$ cat src/rtl/wdt_pkg.sv
package wdt_pkg;
    // Bit positions the register decoders rely on.
    localparam int CTL_MODE_BIT = 5;
    localparam int CTL_EN_BIT   = 4;
    localparam int CTL_ICLR_BIT = 3;
    localparam int WD_CLR_BIT   = 6;

    localparam logic ADDR_CTL = 1'b0;
    localparam logic ADDR_WD  = 1'b1;

    typedef enum logic {
        ST_ARMED   = 1'b0,
        ST_TRIPPED = 1'b1
    } wd_state_t;
endpackage

$ cat src/rtl/wdt_prescale.sv
module wdt_prescale #(
    parameter int PW = 8,
    parameter int SW = 3
) (
    input  logic          clk,
    input  logic          rst_n,
    input  logic          en,
    input  logic [SW-1:0] sel,
    output logic          tick
);
    logic [PW-1:0] pre;
    logic [PW-1:0] mask;

    // Mask of the low (sel + 1) bits; the tick fires when all of them are 1.
    always_comb begin
        for (int i = 0; i < PW; i++) begin
            mask[i] = (i <= int'(sel));
        end
        tick = en && ((pre & mask) == mask);
    end

    always_ff @(posedge clk) begin
        if (!rst_n) begin
            pre <= '0;
        end else if (en) begin
            pre <= pre + 1'b1;
        end
    end
endmodule

$ cat src/rtl/wdt_interval.sv
module wdt_interval #(
    parameter int TW = 8
) (
    input  logic          clk,
    input  logic          rst_n,
    input  logic          tick,
    input  logic          tclr,
    output logic [TW-1:0] cnt,
    output logic          ovf
);
    assign ovf = tick && !tclr && (&cnt);

    always_ff @(posedge clk) begin
        if (!rst_n) begin
            cnt <= '0;
        end else if (tclr) begin
            cnt <= '0;
        end else if (tick) begin
            cnt <= cnt + 1'b1;
        end
    end
endmodule

$ cat src/rtl/wdt_watch.sv
module wdt_watch
    import wdt_pkg::*;
#(
    parameter int WW = 6
) (
    input  logic          clk,
    input  logic          rst_n,
    input  logic          ovf,
    input  logic          wclr,
    input  logic          mode,
    input  logic [WW-1:0] limit,
    output logic [WW-1:0] cnt,
    output logic          irq,
    output logic          rst_req
);
    logic [WW-1:0] nxt;
    logic          hit;
    wd_state_t     st, st_n;

    // Wrap after the matching value, and flag the step that lands on the limit.
    always_comb begin
        nxt = (cnt == limit) ? '0 : cnt + 1'b1;
        hit = ovf && !wclr && (nxt == limit);
    end

    always_ff @(posedge clk) begin
        if (!rst_n) begin
            cnt <= '0;
        end else if (wclr) begin
            cnt <= '0;
        end else if (ovf) begin
            cnt <= nxt;
        end
    end

    // State register.
    always_ff @(posedge clk) begin
        if (!rst_n) begin
            st <= ST_ARMED;
        end else begin
            st <= st_n;
        end
    end

    // Transitions: TRIP (ARMED -> TRIPPED), HOLD (TRIPPED -> TRIPPED).
    always_comb begin
        st_n = st;
        unique case (st)
            ST_ARMED:   if (hit && mode) st_n = ST_TRIPPED;
            ST_TRIPPED: st_n = ST_TRIPPED;
        endcase
    end

    // Outputs.
    always_ff @(posedge clk) begin
        if (!rst_n) begin
            irq     <= 1'b0;
            rst_req <= 1'b0;
        end else begin
            irq     <= (st == ST_ARMED) && hit && !mode;
            rst_req <= (st_n == ST_TRIPPED);
        end
    end
endmodule

$ cat src/rtl/wdt_unit.sv
module wdt_unit
    import wdt_pkg::*;
#(
    parameter int TW = 8,
    parameter int WW = 6,
    parameter int SW = 3,
    parameter int PW = 8
) (
    input  logic          clk,
    input  logic          rst_n,
    input  logic          bus_addr,
    input  logic          bus_wr,
    input  logic [TW-1:0] bus_wdata,
    output logic [TW-1:0] bus_rdata,
    output logic          irq,
    output logic          rst_req
);
    logic          mode_q, en_q, tclr_q, wclr_q;
    logic [SW-1:0] sel_q;
    logic [WW-1:0] limit_q;
    logic          tick_w, ovf_w;
    logic [TW-1:0] tcnt_w;
    logic [WW-1:0] wcnt_w;
    logic          unused_wdata;

    assign unused_wdata = bus_wdata[TW-1];

    // Register writes; both clear bits last a single cycle.
    always_ff @(posedge clk) begin
        if (!rst_n) begin
            mode_q  <= 1'b0;
            en_q    <= 1'b0;
            sel_q   <= '0;
            limit_q <= '0;
            tclr_q  <= 1'b0;
            wclr_q  <= 1'b0;
        end else begin
            tclr_q <= 1'b0;
            wclr_q <= 1'b0;
            if (bus_wr) begin
                if (bus_addr == ADDR_CTL) begin
                    mode_q <= bus_wdata[CTL_MODE_BIT];
                    en_q   <= bus_wdata[CTL_EN_BIT];
                    sel_q  <= bus_wdata[SW-1:0];
                    tclr_q <= bus_wdata[CTL_ICLR_BIT];
                end else begin
                    limit_q <= bus_wdata[WW-1:0];
                    wclr_q  <= bus_wdata[WD_CLR_BIT];
                end
            end
        end
    end

    assign bus_rdata = (bus_addr == ADDR_CTL) ? tcnt_w : '0;

    wdt_prescale #(.PW(PW), .SW(SW)) u_pre (
        .clk(clk), .rst_n(rst_n), .en(en_q), .sel(sel_q), .tick(tick_w)
    );

    wdt_interval #(.TW(TW)) u_ivl (
        .clk(clk), .rst_n(rst_n), .tick(tick_w), .tclr(tclr_q),
        .cnt(tcnt_w), .ovf(ovf_w)
    );

    wdt_watch #(.WW(WW)) u_wd (
        .clk(clk), .rst_n(rst_n), .ovf(ovf_w), .wclr(wclr_q), .mode(mode_q),
        .limit(limit_q), .cnt(wcnt_w), .irq(irq), .rst_req(rst_req)
    );
endmodule


$ cat config.mk
export PLATFORM = sky130hd
export DESIGN_NAME = wdt_unit
export DESIGN_NICKNAME = d
export VERILOG_FILES = /design/src/rtl/wdt_pkg.sv /design/src/rtl/wdt_prescale.sv /design/src/rtl/wdt_interval.sv /design/src/rtl/wdt_watch.sv /design/src/rtl/wdt_unit.sv
export SDC_FILE = /design/constraint.sdc
export NUM_CORES = 1
export LEC_CHECK = 0
export ABC_AREA = 1
export CAP_MARGIN = 20
export CORE_ASPECT_RATIO = 1.5
export CORE_UTILIZATION = 55
export CTS_CLUSTER_DIAMETER = 100
export CTS_CLUSTER_SIZE = 8
export DETAILED_ROUTE_END_ITERATION = 16
export PLACE_DENSITY = 0.76
export SLEW_MARGIN = 25
export SYNTH_ARGS = -nofsm -noshare
export SYNTH_HDL_FRONTEND = slang
export SYNTH_SLANG_ARGS = --single-unit
$ cat constraint.sdc
create_clock -name clk -period 1.56 [get_ports clk]
set_input_delay 0.312 -clock clk [delete_from_list [all_inputs] [get_ports clk]]
set_output_delay 0.312 -clock clk [all_outputs]
set_load 0.02 [all_outputs]
# After elaboration in Yosys (flattened, before gate mapping)
# Cells that the tools add are included.
# W data, S select, Z words.
[totals] ff_bits=37 mem_bits_ro=0 word_cells=51 latch_bits=0 ramBits=0 output_inout_bits=10 mem_count=0
[classes] eq_ne=3 muxes=4 n_bitwise=5 n_addsub=3 reduce_logical=18 div=0 mul=0 n_lt_le_gt_ge=7 shift=0
[ops] cell="$add A8 B1 Y8 const B" n=2
[ops] cell="$eq A6 B6 Y1" n=2
[ops] cell="$le A3 B3 Y1 const A" n=4
[ops] cell="$and A8 B8 Y8" n=1
[ops] cell="$eq A8 B8 Y1" n=1
[ops] cell="$logic_and A1 B1 Y1" n=8
[ops] cell="$mux W8" n=1
[ops] cell="$reduce_and A8 Y1" n=1
[ops] cell="$add A6 B1 Y6 const B" n=1
[ops] cell="$le A2 B3 Y1 const A" n=2
[ops] cell="$mux W6" n=1
[ops] cell="$not A1 Y1" n=4
[ops] cell="$reduce_and A2 Y1" n=2
[ops] cell="$reduce_or A2 Y1" n=2
[ops] cell="$le A1 B3 Y1 const A" n=1
[ops] cell="$logic_not A1 Y1" n=3
[ops] cell="$reduce_and A3 Y1" n=1
[ops] cell="$reduce_or A3 Y1" n=1
[ops] cell="$pmux W1 S2" n=1
[ops] cell="$mux W1" n=1

# Logic depth before layout (Yosys ltp)
# Gate-level depths: netlist of run 1.
[depth] word_depth=11 ltp_mapped=14 depth_no_buf=14

# Cells and area by module
# From an unflattened synthesis of run 1, not the netlist that was laid out.
[unflattened] cells_unflattened=314 hier_area_um2=2016.9
[modules_own_cells] module="wdt_watch" cells_each=110 instances=1 area_each_um2=636.9 seq_area_each_um2=160.2
[modules_own_cells] module="wdt_unit" cells_each=84 instances=1 area_each_um2=583.1 seq_area_each_um2=260.2
[modules_own_cells] module="wdt_prescale" cells_each=69 instances=1 area_each_um2=421.7 seq_area_each_um2=160.2
[modules_own_cells] module="wdt_interval" cells_each=51 instances=1 area_each_um2=375.4 seq_area_each_um2=160.2

# Worst setup path after synthesis of run 1
# Ideal clock, no wire load.
[synth_timing] kind="flip-flop to flip-flop" from="reg u_wd.cnt[0]" to="reg u_wd.st" path_stages_with_launch=14 arrival_time_ps=1303 path_buffers=1 slack_ps=191 period_less_slack_ps=1369 setup_time_ps=66 required_ps=1494 cell_sequence="dfxtp_1 inv_2 nand2_1 nand2_1 nor2_1 nand3_2 buf_6 nand3_1 nand2_2 clkinv_1 nand2_1 nor2_2 nand2_1 a21oi_2"
[synth_via] elab_chain_cells=7 word_cells_on_any_way=8 cone_classes="add/sub (1); eq/ne (2); mux (3); reduce/logical (2)"
[synth_rtl] item="from (decl)" line_no="wdt_watch.sv:12" source="output logic [WW-1:0] cnt,"
[synth_rtl] item="from (signal assigned)" line_no="wdt_watch.sv:32" source="cnt <= nxt;"
[synth_rtl] item="$add A6 B1 Y6 / $eq A6 B6 Y1 (equally long branches)" line_no="wdt_watch.sv:22" source="nxt = (cnt == limit) ? '0 : cnt + 1'b1;"
[synth_rtl] item="$mux W6 *" line_no="wdt_watch.sv:22"
[synth_rtl] item="$eq A6 B6 Y1 *" line_no="wdt_watch.sv:23" source="hit = ovf && !wclr && (nxt == limit);"
[synth_rtl] item="$logic_and A1 B1 Y1 *" line_no="wdt_watch.sv:23"
[synth_rtl] item="$logic_and A1 B1 Y1 *" line_no="wdt_watch.sv:49" source="ST_ARMED: if (hit && mode) st_n = ST_TRIPPED;"
[synth_rtl] item="$mux W1 *" line_no="wdt_watch.sv:49"
[synth_rtl] item="$pmux W1 S2 *" line_no="wdt_watch.sv:48" source="unique case (st)"
[synth_rtl] item="to (signal assigned)" line_no="wdt_watch.sv:41" source="st <= st_n;"
[synth_rtl] item="to (decl)" line_no="wdt_watch.sv:18" source="wd_state_t st, st_n;"
# Every way passes the cells marked *; elsewhere a longest branch is shown, timed or not.
# A chain may end at the register's enable or synchronous reset.

# Worst setup path after layout of run 1
[layout_timing] from="reg u_wd.cnt[0]" to="reg u_wd.cnt[4]"
[layout_via] elab_chain_cells=2 word_cells_on_any_way=3 cone_classes="add/sub (1); eq/ne (1); mux (1)"
[layout_rtl] item="$add A6 B1 Y6 / $eq A6 B6 Y1 (equally long branches)" line_no="wdt_watch.sv:22"
[layout_rtl] item="$mux W6 *" line_no="wdt_watch.sv:22"
# Marks and branches as above.

==> results of run 1 <==
[sequential cells by signal (all words and copies together) (netlist names)]
| name | cells |
|---|---|
| u_ivl.cnt | 8 |
| u_wd.cnt | 6 |
| limit_q | 6 |
| mode_q | 1 |
| sel_q | 3 |
| wclr_q | 1 |
| en_q | 1 |
| u_pre.pre | 8 |
| tclr_q | 1 |
| u_wd.irq | 1 |
| u_wd.st | 1 |
[cell usage in the layout (no fill, tap or decap), drive strengths merged]
| master | n |
|---|---|
| a211oi | 1 |
| a21boi | 1 |
| a21oi | 31 |
| buf | 38 |
| clkbuf | 6 |
| clkdlybuf4s50 | 10 |
| clkinv | 3 |
| dfxtp | 37 |
| dlygate4sd2 | 10 |
| ha | 3 |
| inv | 40 |
| nand2 | 70 |
| nand3 | 14 |
| nand4 | 1 |
| nor2 | 36 |
| nor3 | 6 |
| nor3b | 2 |
| nor4 | 1 |
| o21a | 2 |
| o21ai | 25 |
| xor2 | 3 |
[Yosys cell counts (all sizes together)]
cell | number | area, sq um
nor4 | 1 | 6.26
nor2 | 36 | 148
o21a | 2 | 15.0
clkinv | 2 | 7.51
nand4 | 1 | 6.26
inv | 39 | 146
ha | 3 | 37.5
buf | 2 | 18.8
clkbuf | 4 | 15.0
dfxtp | 37 | 741
nand3 | 13 | 70.1
a211oi | 1 | 7.51
nand2 | 70 | 273
xor2 | 3 | 26.3
o21ai | 25 | 125
nor3b | 2 | 15.0
a21oi | 31 | 163
nor3 | 6 | 30.0
a21boi | 1 | 7.51
[cells by family after synthesis]
family	after synthesis	synth area share [%]
AND/OR/NAND/NOR	129	29.5
AO/OA/AOI/OAI	60	17.1
buffers and inverters	47	10.1
flip-flops	37	39.9
XOR/XNOR	3	1.41
adder cells (fa/ha/maj)	3	2.02
[per-stage QoR]
step / instances / instance area [sq um]
after floorplan: 279 / 1860
after global placement: 361 / 2300
after detailed placement: 361 / 2300
after CTS: 372 / 2430
after global routing: 380 / 2660
final: 380 / 2660
[routing by layer]
layer  GRT usage (%)  routed length [um]
met1            23.5                1820
met2            53.3                2650
met3            5.21                 186
met4            12.4                 266
met5               0                   0
[worst max-delay path: cells and delay by family, from the launching register on]
family,cells,cell delay (ns)
xor+xnor,1,0.26
flops,1,0.37
simple gates,2,0.19
compound gates,1,0.12
buf+inv,4,0.50
fa+ha+maj,1,0.16
[worst min-delay path by stage]
stage	startpoint	endpoint
finish	u_wd.st	u_wd.st
global route	u_wd.st	u_wd.st
CTS	u_ivl.cnt[4]	u_ivl.cnt[4]
detailed placement	u_ivl.cnt[4]	u_ivl.cnt[4]
global placement	u_ivl.cnt[4]	u_ivl.cnt[4]
floorplan	bus_wdata[3]	tclr_q
[final cells by class]
type | count | area [sq um] | share of cell area, %
Clock buffer | 6 | 72.6 | 2.73
Clock inverter | 2 | 10.0 | 0.376
Sequential cell | 37 | 773 | 29.0
Inverter | 41 | 154 | 5.78
Timing Repair Buffer | 58 | 504 | 18.9
Multi-Input combinational cell | 196 | 1100 | 41.3
Tap cell | 40 | 50.0 | 1.88
[what timing repair did]
| item | CTS | global route |
|---|---|---|
| setup endpoints to repair | 11 | 10 |
| buffers inserted | 2 | 8 |
| pin swaps | 7 | 29 |
| gates cloned | 1 | 0 |
| gates resized for setup | 20 | 68 |
[power by group through the flow]
stage / clock network (mW) / registers (mW) / logic (mW)
after global routing: 0.692 / 0.998 / 0.313
final: 0.634 / 0.994 / 0.285
after CTS: 0.662 / 0.990 / 0.241
after floorplan: 0 / 1.01 / 0.125
after detailed placement: 0 / 1.01 / 0.216
after global placement: 0 / 1.01 / 0.212
==> metrics, run 1 <==
outcome finished with violations; violated checks negative setup slack; Layout area overhead 43.3%; critical path's slowest cell dfxtp_4; critical-path maximum fanout 4; die width 49.5 um; Worst-Margin Slew 0.314 ns; hold path depth 2; kind of start point of the critical path flop; Comb pwr share 14.9%; Post-route DRC 0; Syn Inst Count 279; fraction of final layout cells sized beyond drive strength 1 34.4%; Vias per Instance 5.18; Syn Area/Cell 6.66 sq um; Distinct cells, synth 27; Fill cells 210; via count 1967; Core Box Area 3190 sq um; maximum level of the CTS H-tree 2; setup ws final -0.115 ns; fmax 0.597 GHz; number of routed nets with antenna violations 0; grt ovf 0; CTS tree done; Setup crit end u_wd.cnt[4]; initial antenna violation count 0; syn nets 294; Worst R2R Path Depth 9; hold_buf cts 0; Tcrit/Tclk final 107%; WS Path Type reg -> reg; dpl ws -0.426 ns; Sw Ratio 26.2%; worst path required time 1.77 ns; Die H 73.2 um; overall power 1.91 mW; Seq pwr share 52.0%; R2R Setup Slk -0.11 ns; crit path DAT 1.89 ns; final hold vios 0; total negative slack -0.292 ns; Final Slew Violations 0; worst hold margin 0.492 ns; clock network fraction of total power 33.1%; Worst R2R Start u_wd.cnt[0]; final setup fails 3; Slew headroom 78.9%; Port Buffers 20; Clock transition at path regs 0.08 ns; Setup Skew 0.0111 ns; maximum VDD drop 0.000771 V; final core utilization 83.5%; die area 3620 sq um; Syn. warnings 0; Global Route Usage Sum 26.0%; min cycle time layout 1.67 ns; switching pwr 0.501 mW; PwrDens 718 nW/um^2; Avg WL per Cell 13.0 um; Leak 1.16 nW; Final #Nets 354; post-synthesis register bit count 37; DRT Pass-1 Iters 4; RSZ-0062 raised after global routing true; GPL Wtd Cong 0.790; HP Class reg -> reg; Site Rows 25; sequential area share after synthesis 39.9%; antenna cell count 0; Max Cap Violations 0; Ports 22; Clk Latency, worst-skew pair 0.29 ns; Reg-to-Reg End u_wd.cnt[4]; Detailed Place HPWL 3120 um; Root Buffer Master clkbuf_8; Int Power 1.41 mW; CP endpoint kind flop; Starting Density 58.2%; vias in the first global route 1761; # clock sinks 37; Starting DRT DRC Count 48; CP cell instances buf_6, ha_4, nand3_4, xor2_2, nand2_2, buf_4, buf_4, buf_4, a21oi_1; first-pass GRT wire length 7020 um; Post-Route WL 4930 um; CTS Buf Count 5; most used cell, CP buf_4; CTS Buffer Depth 2; pin count of the biggest net entering global routing 19; Worst Setup SP u_wd.cnt[0]; CP peak stage delay 0.37 ns; Synth Cell Area 1860 sq um
No activity file was read; power rests on OpenSTA's default activity.
==> inputs of run 2 (changes only) <==
--- a/config.mk
+++ b/config.mk
@@ -13,6 +13,7 @@
 export CTS_CLUSTER_SIZE = 8
 export DETAILED_ROUTE_END_ITERATION = 16
 export PLACE_DENSITY = 0.76
+export REMOVE_ABC_BUFFERS = 1
 export SLEW_MARGIN = 25
 export SYNTH_ARGS = -nofsm -noshare
 export SYNTH_HDL_FRONTEND = slang
==> metrics, run 2 (synthesis gave the netlist of run 1 again) <==
violated checks negative setup slack; WS Path Type reg -> reg; final setup fails 2 (-1); Final #Nets 355 (+0.28%); Register Area 767 sq um (-0.81%); initial antenna violation count 0 (unchanged); Post-Route WL 4900 um (-0.57%); GPL Wtd Cong 0.763 (-3.5%); maximum level of the CTS H-tree 2 (unchanged); critical path's slowest cell dfxtp_4; outcome finished with violations; HP Class reg -> reg; crit path DAT 1.84 ns (-0.05 ns); setup ws final -0.0484 ns (+0.0661 ns); critical-path maximum fanout 5 (+1); Ports 22 (unchanged); kind of start point of the critical path flop; fmax 0.622 GHz (+4.1%); Detailed Place HPWL 3140 um (+0.51%); DRT Pass-1 Iters 4 (unchanged); Largest regs u_ivl.cnt x8, u_pre.pre x8; Post-route DRC 0 (unchanged); Setup Skew 0.00901 ns (-0.00213 ns); Starting Density 58.2% (unchanged); dpl ws -0.435 ns (-0.00930 ns); commonest non-fill, non-tap cell in the layout nand2_1; Clk Latency, worst-skew pair 0.29 ns (about the same); Worst R2R Path Depth 12 (+3); CTS Buffer Depth 2 (unchanged); Avg WL per Cell 12.9 um (-0.83%); Core Box Area 3190 sq um (unchanged); footprint of the multi-input gates 1050 sq um (-4.1%); Final Slew Violations 0 (unchanged); fraction of final layout cells sized beyond drive strength 1 29.3% (-5.1 points); worst path required time 1.79 ns (+0.02 ns); most used cell, CP nand2_1; Worst Path Buf+Inv 1 (-3); CP peak stage delay 0.37 ns (about the same); Global Route Usage Sum 27.5% (+1.5 points); CP delay by family, top simple AND/OR/NAND/NOR gates; CP cell instances inv_2, nand2_1, nand2_2, nor2_4, nand3_4, nand2_1, nand2_1, nand2_1, nand2_1, nor2_2, nand2_2, a21oi_2; worst hold margin 0.452 ns (-0.0398 ns); CTS tree done; Clock transition at path regs 0.08 ns (about the same); Tcrit/Tclk final 103% (-4.2 points); Worst-Margin Slew 0.342 ns (+0.0278 ns); first-pass GRT wire length 7600 um (+8.3%); Layout area overhead 42.1%; Slew headroom 77.1% (-1.7 points); CP endpoint kind flop; grt ovf 0 (unchanged); antenna cell count 0 (unchanged); PwrDens 813 nW/um^2 (+13%); Leak 1.15 nW (-0.89%); pin count of the biggest net entering global routing 19 (unchanged); die width 49.5 um (unchanged); Root Buffer Master clkbuf_8; die area 3620 sq um (unchanged); via count 2003 (+1.8%); Fill cells 220 (+4.8%); Worst path depth 12 (+3); Vias per Instance 5.26 (+1.6%); Site Rows 25 (unchanged); Starting DRT DRC Count 72 (+50%); hold path depth 1 (-1); RSZ-0062 raised after global routing true; Max Cap Violations 0 (unchanged); # clock sinks 37 (unchanged); hold_buf cts 0 (unchanged); Die H 73.2 um (unchanged); most frequent cells in the layout 58 x nand2_1, 35 x buf_4, 34 x inv_1, 28 x a21oi_1, 27 x nor2_1; maximum VDD drop 0.000788 V (+2.3%); min cycle time layout 1.61 ns (-0.0661 ns); CTS Buf Count 5 (unchanged); vias in the first global route 1903 (+8.1%); final hold vios 0 (unchanged); Port Buffers 20 (unchanged); number of routed nets with antenna violations 0 (unchanged)
==> run 2: timing repair <==
item,CTS,global route
pin swaps,5,15
gates cloned,1,0
resized for setup,20,43
setup buffers,2,4
hold endpoints to repair,0,0
setup endpoints to repair,11,11
==> run 2: area by class of cell <==
type,count,area share (%)
multi-input combinational,196,39.9
sequential,37,29.1
timing repair buffer,59,18.8
inverter,41,5.83
clock buffer,6,3.13
tap,40,1.90
clock inverter,2,1.42
==> run 2: worst register-to-register path, cell delays in order, from the launching register on <==
cell	delay [ns]
dfxtp_4	0.37
inv_2	0.04
nand2_1	0.06
nand2_2	0.07
nor2_4	0.17
nand3_4	0.14
nand2_1	0.12
nand2_1	0.07
nand2_1	0.09
nand2_1	0.07
nor2_2	0.16
nand2_2	0.09
a21oi_2	0.11
==> run 2: power breakdown <==
part | switching [mW] | internal, mW
clock network | 0.361 | 0.520
logic | 0.149 | 0.124
registers | 0.0221 | 0.970
==> run 2: final timing paths <==
check,start,endpoint,slack (ns)
setup / recovery,u_wd.cnt[0],u_wd.st,-0.05
hold / removal,u_pre.pre[0],u_pre.pre[0],0.45
setup reg to reg,u_wd.cnt[0],u_wd.st,-0.05
hold reg to reg,u_pre.pre[0],u_pre.pre[0],0.45
==> run 2: routing by layer <==
metal | track usage, % | part of all wire [%] | wire length [um] | vias up
met5 | 0 | 0 | 0 | -
met4 | 12.7 | 3.4 | 167 | 0
met3 | 6.67 | 2.4 | 120 | 20
met2 | 54.8 | 55 | 2710 | 38
met1 | 25.7 | 39 | 1900 | 938
li1 | - | - | - | 1007
==> run 2: stage by stage <==
step / cells / power, mW / TNS, ns / util, % / instance area, sq um
global placement: 366 / 1.23 / -5.17 / 72.8 / 2320
global route: 381 / 2.22 / -0.280 / 82.7 / 2640
finish: 381 / 2.15 / -0.0624 / 82.7 / 2640
detailed placement: 366 / 1.23 / -5.75 / 72.8 / 2320
floorplan: 273 / 1.12 / 0 / - / 1820
CTS: 377 / 2.13 / 0 / 77.8 / 2480
==> inputs of run 3 (changes only) <==
--- a/config.mk
+++ b/config.mk
@@ -8,11 +8,11 @@
 export ABC_AREA = 1
 export CAP_MARGIN = 20
 export CORE_ASPECT_RATIO = 1.5
-export CORE_UTILIZATION = 55
+export CORE_UTILIZATION = 25
 export CTS_CLUSTER_DIAMETER = 100
 export CTS_CLUSTER_SIZE = 8
 export DETAILED_ROUTE_END_ITERATION = 16
-export PLACE_DENSITY = 0.76
+export PLACE_DENSITY = 0.39
 export REMOVE_ABC_BUFFERS = 1
 export SLEW_MARGIN = 25
 export SYNTH_ARGS = -nofsm -noshare
==> metrics, run 3 (synthesis gave the netlist of run 1 again) <==
HP Class reg -> reg; CTS Buf Count 5 (unchanged); total negative slack 0 ns (+0.0624 ns); placed cell count 437 (+19%); Root Buffer Master clkbuf_8; Starting DRT DRC Count 28 (-61%); Worst R2R Start u_wd.cnt[1]; antenna cell count 0 (unchanged); final setup fails 0 (-2); hold path depth 2 (+1); outcome complete, no violations; vias in the first global route 1881 (-1.2%); Largest regs u_ivl.cnt x8, u_pre.pre x8; maximum VDD drop 0.000515 V (-35%); critical path's slowest cell dfxtp_2; first-pass GRT wire length 8020 um (+5.6%); final cell count without fillers 447 (+17%); R2R Setup Slk 0.01 ns (+0.06 ns); # clock sinks 37 (unchanged); GPL Wtd Cong 0.717 (-6.0%); CTS tree done; Clk Latency, worst-skew pair 0.28 ns (about the same); GR Util met2 25.3% (-29 points); Leak 1.17 nW (+1.1%); Fill cells 803 (+270%); Layout area overhead 47.6%; worst path required time 1.78 ns (about the same); Ports 22 (unchanged); commonest non-fill, non-tap cell in the layout nand2_1; busiest grt layer met2; hold path start u_ivl.cnt[4]; initial antenna violation count 0 (unchanged); Hold Path End u_ivl.cnt[4]; Port Buffers 20 (unchanged); fraction of final layout cells sized beyond drive strength 1 32.3% (+3.0 points); CP endpoint kind flop; Final Slew Violations 0 (unchanged); Worst Path Buf+Inv 1 (unchanged); min cycle time layout 1.55 ns (-0.0602 ns); maximum level of the CTS H-tree 2 (unchanged); fmax 0.646 GHz (+3.9%); die width 72.4 um (+46%); Final #Nets 363 (+2.3%); final core utilization 38.0% (-45 points); die area 7790 sq um (+120%); Site Rows 38 (+52%); via count 1889 (-5.7%); Slew headroom 76.2% (-0.92 points); met1 Use GR 14.0% (-12 points); Avg WL per Cell 10.7 um (-16%); kind of start point of the critical path flop; Post-route DRC 0 (unchanged); Global Route Usage Sum 13.3% (-14 points); Setup Skew 0.00685 ns (-0.00216 ns); CP peak stage delay 0.34 ns (-0.03 ns); CP cell instances buf_4, ha_4, nand3_2, xor2_2, nand3_1, nand2_1, nand2_1, nor2_2, nand2_2, a21oi_2; Starting Density 25.7% (-33 points); crit path DAT 1.77 ns (-0.07 ns); most frequent cells in the layout 55 x nand2_1, 45 x buf_4, 32 x inv_1, 28 x a21oi_1, 27 x nor2_1; Clock transition at path regs 0.07 ns (about the same); Post-Route WL 4800 um (-2.0%); CP delay by family, top simple AND/OR/NAND/NOR gates; number of routed nets with antenna violations 0 (unchanged); Vias per Instance 4.23 (-20%); Worst R2R Path Depth 10 (-2); Max Cap Violations 0 (unchanged); most used cell, CP nand2_1; overall power 1.91 mW (-11%); CTS Buffer Depth 2 (unchanged); DRT Pass-1 Iters 4 (unchanged); PwrDens 695 nW/um^2 (-15%); RSZ-0062 raised after global routing true; grt ovf 0 (unchanged); pin count of the biggest net entering global routing 19 (unchanged); Worst-Margin Slew 0.357 ns (+0.0146 ns); grt met3 use 2.34% (-4.3 points); Tcrit/Tclk final 99.2% (-3.9 points); final hold vios 0 (unchanged); Detailed Place HPWL 3630 um (+16%); critical-path maximum fanout 4 (-1); WS Path Type reg -> reg; Core Box Area 7230 sq um (+130%); worst hold margin 0.474 ns (+0.0219 ns); Die H 108 um (+47%); Reg-to-Reg End u_wd.st
==> run 3: cell types whose count changed in the layout (fill, tap and decap cells not counted), sizes merged <==
cell	delta
buf	+8
clkinv	+1
clkbuf	-1
clkinvlp	-1
bufinv	-1
==> run 3: metrics by stage <==
step	instance area (sq um)	setup slack, ns
6_report	2740	0.0118
5_1_grt	2740	-0.0858
4_1_cts	2620	0.00428
3_5_place_dp	2480	-0.480
3_3_place_gp	2480	-0.457
2_1_floorplan	1820	0.0954
==> run 3: worst max path at each step <==
stage	startpoint	end	slack (ns)	cells past startpoint
3_5_place_dp	bus_addr	bus_rdata[6]	-0.48	3
4_1_cts	limit_q[5]	u_wd.st	0.004	12
2_1_floorplan	en_q	u_wd.st	0.1	12
5_1_grt	u_ivl.cnt[3]	u_wd.st	-0.09	12
6_report	u_wd.cnt[1]	u_wd.st	0.01	10
3_3_place_gp	bus_addr	bus_rdata[0]	-0.46	3
==> run 3: layout make-up <==
cell class | count | area (sq um) | share of cell area (%)
Inverter | 41 | 154 | 5.61
Clock buffer | 5 | 68.8 | 2.51
Timing Repair Buffer | 67 | 548 | 20.0
Sequential cell | 37 | 768 | 28.0
Multi-Input combinational cell | 196 | 1070 | 39.1
Tap cell | 100 | 125 | 4.56
Clock inverter | 1 | 5.00 | 0.182
==> run 3: power by group <==
group / switching (mW) / internal [mW]
logic: 0.149 / 0.136
clock network: 0.335 / 0.295
registers: 0.0221 / 0.969
total: 0.506 / 1.40
==> run 3: tightest hold or removal path: cells and delay by family, from the launching register on <==
family	cells	cell delay [ns]
AO/OA/AOI/OAI	1	0.06
buffers and inverters	1	0.06
flip-flops	1	0.31
==> run 3: repair_timing <==
| action | in CTS | in global routing |
|---|---|---|
| pin swaps | 7 | 23 |
| cloned | 1 | 0 |
| resized for setup | 26 | 44 |
| setup buffers | 1 | 2 |
| hold buffers | 0 | 0 |
| endpoints found under the setup margin | 13 | 10 |
==> run 3: layer usage <==
metal	vias up	routed length, um
met5	-	0
met4	0	90
met3	6	79
met2	16	2550
met1	838	2080
li1	1029	-
